## src/rtl/ca_pkg.sv

```systemverilog
package ca_pkg;

  typedef enum logic {
    BND_NULL   = 1'b0,
    BND_CYCLIC = 1'b1
  } ca_boundary_e;

endpackage

```

## src/rtl/ca_seed_guard.sv

```systemverilog
module ca_seed_guard #(
  parameter int               WIDTH    = 4,
  parameter logic [WIDTH-1:0] FALLBACK = 1
) (
  input  logic [WIDTH-1:0] seed_in,
  output logic [WIDTH-1:0] seed_out
);

  // The all-zero state is a fixed point of every linear rule mix.
  assign seed_out = (|seed_in) ? seed_in : FALLBACK;

endmodule

```

## src/rtl/ca_neighbour_map.sv

```systemverilog
module ca_neighbour_map
  import ca_pkg::*;
#(
  parameter int           CELLS    = 4,
  parameter ca_boundary_e BOUNDARY = BND_NULL
) (
  input  logic [CELLS-1:0] state,
  output logic [CELLS-1:0] left_nb,
  output logic [CELLS-1:0] right_nb
);

  localparam int LAST = CELLS - 1;

  for (genvar i = 0; i < CELLS; i++) begin : g_map
    if (i == 0) begin : g_left_edge
      if (BOUNDARY == BND_CYCLIC) begin : g_wrap
        assign left_nb[i] = state[LAST];
      end else begin : g_zero
        assign left_nb[i] = 1'b0;
      end
    end else begin : g_left_in
      assign left_nb[i] = state[i-1];
    end

    if (i == LAST) begin : g_right_edge
      if (BOUNDARY == BND_CYCLIC) begin : g_wrap
        assign right_nb[i] = state[0];
      end else begin : g_zero
        assign right_nb[i] = 1'b0;
      end
    end else begin : g_right_in
      assign right_nb[i] = state[i+1];
    end
  end

endmodule

```

## src/rtl/ca_cell.sv

```systemverilog
module ca_cell #(
  parameter bit RULE150   = 1'b0,
  parameter bit RESET_VAL = 1'b0
) (
  input  logic clk,
  input  logic rst,
  input  logic step,
  input  logic load,
  input  logic load_val,
  input  logic left,
  input  logic right,
  output logic q
);

  logic nxt;

  if (RULE150) begin : g_r150
    assign nxt = left ^ q ^ right;
  end else begin : g_r90
    assign nxt = left ^ right;
  end

  always_ff @(posedge clk) begin
    if (rst)       q <= RESET_VAL;
    else if (load) q <= load_val;
    else if (step) q <= nxt;
  end

  if (RULE150) begin : g_chk150
    p_rule150_step_r6: assert property (@(posedge clk) disable iff (rst)
      (step && !load) |=> (q == ($past(left) ^ $past(q) ^ $past(right))));
  end else begin : g_chk90
    p_rule90_step_r5: assert property (@(posedge clk) disable iff (rst)
      (step && !load) |=> (q == ($past(left) ^ $past(right))));
  end

endmodule

```

## src/rtl/ca_pattern_gen.sv

```systemverilog
module ca_pattern_gen
  import ca_pkg::*;
#(
  parameter int               CELLS        = 4,
  parameter logic [CELLS-1:0] RULES        = 4'b1010,
  parameter logic [CELLS-1:0] DEFAULT_SEED = 1,
  parameter ca_boundary_e     BOUNDARY     = BND_NULL
) (
  input  logic             clk,
  input  logic             rst,
  input  logic             en,
  input  logic             load,
  input  logic [CELLS-1:0] seed,
  output logic [CELLS-1:0] pattern
);

  localparam logic [CELLS-1:0] SAFE_SEED =
    (DEFAULT_SEED == '0) ? CELLS'(1) : DEFAULT_SEED;

  logic [CELLS-1:0] state;
  logic [CELLS-1:0] left_nb;
  logic [CELLS-1:0] right_nb;
  logic [CELLS-1:0] seed_ok;
  logic             step;

  assign step = en & ~load;

  ca_seed_guard #(
    .WIDTH   (CELLS),
    .FALLBACK(SAFE_SEED)
  ) u_guard (
    .seed_in (seed),
    .seed_out(seed_ok)
  );

  ca_neighbour_map #(
    .CELLS   (CELLS),
    .BOUNDARY(BOUNDARY)
  ) u_map (
    .state   (state),
    .left_nb (left_nb),
    .right_nb(right_nb)
  );

  for (genvar i = 0; i < CELLS; i++) begin : g_cell
    ca_cell #(
      .RULE150  (RULES[i]),
      .RESET_VAL(SAFE_SEED[i])
    ) u_cell (
      .clk     (clk),
      .rst     (rst),
      .step    (step),
      .load    (load),
      .load_val(seed_ok[i]),
      .left    (left_nb[i]),
      .right   (right_nb[i]),
      .q       (state[i])
    );
  end

  assign pattern = state;

  p_load_seed_r2: assert property (@(posedge clk) disable iff (rst)
    (load && (seed != '0)) |=> (pattern == $past(seed)));

  p_zero_seed_r3: assert property (@(posedge clk) disable iff (rst)
    (load && (seed == '0)) |=> (pattern == SAFE_SEED));

  p_hold_r4: assert property (@(posedge clk) disable iff (rst)
    (!load && !en) |=> $stable(pattern));

endmodule

```

## config.mk

```make
export PLATFORM = sky130hd
export DESIGN_NAME = ca_pattern_gen
export DESIGN_NICKNAME = d
export VERILOG_FILES = /design/src/rtl/ca_pkg.sv /design/src/rtl/ca_seed_guard.sv /design/src/rtl/ca_neighbour_map.sv /design/src/rtl/ca_cell.sv /design/src/rtl/ca_pattern_gen.sv
export SDC_FILE = /design/constraint.sdc
export NUM_CORES = 1
export LEC_CHECK = 0
export BUFFER_PORTS_ARGS = -buffer_cell sky130_fd_sc_hd__buf_2
export CAP_MARGIN = 5
export CORE_AREA = 2 2 39 41
export CTS_BUF_LIST = sky130_fd_sc_hd__clkbuf_4
export DETAILED_ROUTE_END_ITERATION = 8
export DIE_AREA = 0 0 41 43
export PLACE_DENSITY = 0.45
export SETUP_SLACK_MARGIN = 0.1
export SYNTH_ARGS = -nofsm -noshare
export SYNTH_HDL_FRONTEND = slang
export SYNTH_SLANG_ARGS = --single-unit
```

## constraint.sdc

```tcl
create_clock -name clk -period 0.9 [get_ports clk]
set_input_delay 0.09 -clock clk [delete_from_list [all_inputs] [get_ports clk]]
set_output_delay 0.09 -clock clk [all_outputs]
set_load 0.01 [all_outputs]
```

==> metrics <==
status complete, but fails checks; failing checks setup timing; fill count 164; Post-Layout Cell Count 59; Top Registers g_cell.u_cell.q x4; DRC viols 0; CTS tree yes; PortBufs 11; yosys warns 0; root buf cell clkbuf_4; Bufs on Longest Clock Path 2; critical path's slowest cell dfxtp_2; Worst EP required 1020 ps; MaxCap Viol Count 0; crit-path max FO 4; Async SR Flop Fraction 0%; min-delay worst type primary input to register; Hold Path Cell Cnt 2; CTS Sinks 4; Detailed Route WL 559 µm; via density per instance 3.98; Hold Startpoint rst; PwrDens 1470 mW/mm²; fin crit share 109%; average size of a mapped cell 8.19 µm²; Yosys top cell area share 31.5%; latest clock arrival within the worst-skew pair 230 ps; LEAKAGE 0.187 nW; layout cells sized above 1 60.5%; GPL Wtd Cong 0.641; register-to-register setup slack -80 ps; FMAX 1020 MHz; Setup crit start kind register; RR Startpoint g_cell[2].u_cell.q; Post-CTS Hold Fix Bufs 0; DR vias 235; Core Footprint 0.00138 mm²; ANT nets after route 0; smallest hold slack 62.6 ps; max reg flops 4; Placement Setup Slack -67.5 ps; Tot Pwr 0.584 mW; crit-path leading delay family compound AO/OA/AOI/OAI gates; minimum clock period 979 ps; initial antenna violation count 0; Clk pin slew, worst setup/hold paths 40 ps; largest area contributor in the netlist dfxtp_1; Distinct cells, synth 17; GR Util All Layers 7.72%; relative slew slack 86.6%; crit path buf inv count 0; final hold vios 0; drt first pass iters 2; largest net degree at the start of global routing 9; Initial Util 18.4%; Worst EP arrival 1100 ps; DIE AREA 0.00176 mm²; Die Width 41 µm; CTS Buf Count 3; r2r endpoint g_cell[1].u_cell.q; sum of negative setup slack -112 ps; Mapped Cells 31; Synth Net Count 39; synth top area cells dfxtp_1 32%, buf_4 12%, xnor2_1 10%; DR WL/cell 9.47 µm; Post-synth EDFFs 0; FP Rows 14; Layout area overhead 56.2%; WS Path Type register to register; GRT overflow 0; sequential share of the synthesized area 31.5%; H-Tree Depth 1; placed cells 55; # IOs 12; worst-path cell chain xnor2_2 -> o21a_1 -> o31a_1; Worst VDD drop 0.357 mV; violation count after the first detailed-route iteration 4; CP max stage delay 330 ps; PnR worst setup slack -79.2 ps; R2R depth 3; vias in the first global route 209; register with the most flip-flops g_cell.u_cell.q; ys flop type dfxtp_1; diodes inserted 0; post-DP HPWL 431 µm; first-pass GRT wire length 876 µm; Clock Skew 2.37 ps; Die Height 43 µm; Worst-Margin Slew 200 ps; endpoint with the worst hold slack g_cell[2].u_cell.q; Synth Register Bits 4; Slew Limit Fails 0; Critical Path Sink Type register; fin nets 53; Final setup viols 3; CP Launch Point g_cell[2].u_cell.q; Post-synth top cells 4 x buf_4, 4 x dfxtp_1, 3 x inv_1, 3 x xnor2_1; RSZ-0062 raised after global routing yes; post-synth design cell area 254 µm²
cells in the final DEF, fill, tap and decap left out:
master    synthesis  routed
clkbuf_4          0       3
nor3b_1           1       1
buf_4             4       1
nand2_1           2       2
xnor2_2           0       2
a21oi_2           1       1
o21a_1            2       2
dfxtp_2           0       2
o21bai_1          1       1
inv_1             3       3
dfxtp_4           0       2
nor2_1            1       1
a211oi_2          0       1
nor3_1            2       2
buf_6             0       5
a211o_1           1       1
o31a_1            1       1
buf_2             0       8
a21oi_1           2       2
and2_2            1       1
xnor2_1           3       1
timing repair:
| action | 4_1_cts | 5_1_grt |
|---|---|---|
| endpoints found under the setup margin | 8 | 8 |
| setup buffers | 0 | 1 |
| pin swaps | 0 | 2 |
| resized for setup | 6 | 7 |
where the power goes:
part           internal (mW)  switching (mW)
logic                 0.0923          0.0591
registers              0.194          0.0188
clock network          0.149          0.0706
total                  0.435           0.149
through the flow:
step | utilization [%] | instance area (µm²)
floorplan | - | 255
global placement | 22.5 | 312
detailed placement | 22.5 | 312
CTS | 26.0 | 360
global route | 28.7 | 397
finish | 28.7 | 397
worst max-delay path by stage:
stage	endpoint	slack (ps)	cells after the start
3_3_place_gp	g_cell[1].u_cell.q	-110	3
4_1_cts	g_cell[2].u_cell.q	-80	3
3_5_place_dp	g_cell[1].u_cell.q	-70	3
2_1_floorplan	g_cell[1].u_cell.q	-40	3
5_1_grt	g_cell[1].u_cell.q	-120	3
6_report	g_cell[1].u_cell.q	-80	3
routing by layer:
layer	share of wire (%)	global-route usage, %	routed length, µm
met1	52	12.2	289
met2	38	7.19	210
met3	11	2.09	59
met4	0	8.00	0
met5	0	0	0
cell type report:
type | instances | area [µm²] | area share, %
clock buffer | 3 | 22.5 | 5.68
inverter | 3 | 11.3 | 2.84
multi-input combinational | 19 | 149 | 37.5
sequential | 4 | 90.1 | 22.7
tap | 16 | 20.0 | 5.05
timing repair buffer | 14 | 104 | 26.2
cell families after synthesis:
family          after synthesis  synth area share [%]
compound gates                9                  26.1
xor+xnor                      3                  10.3
buf+inv                       8                  17.7
flops                         4                  31.5
simple gates                  7                  14.3
Power figures use the tool's default switching activity.
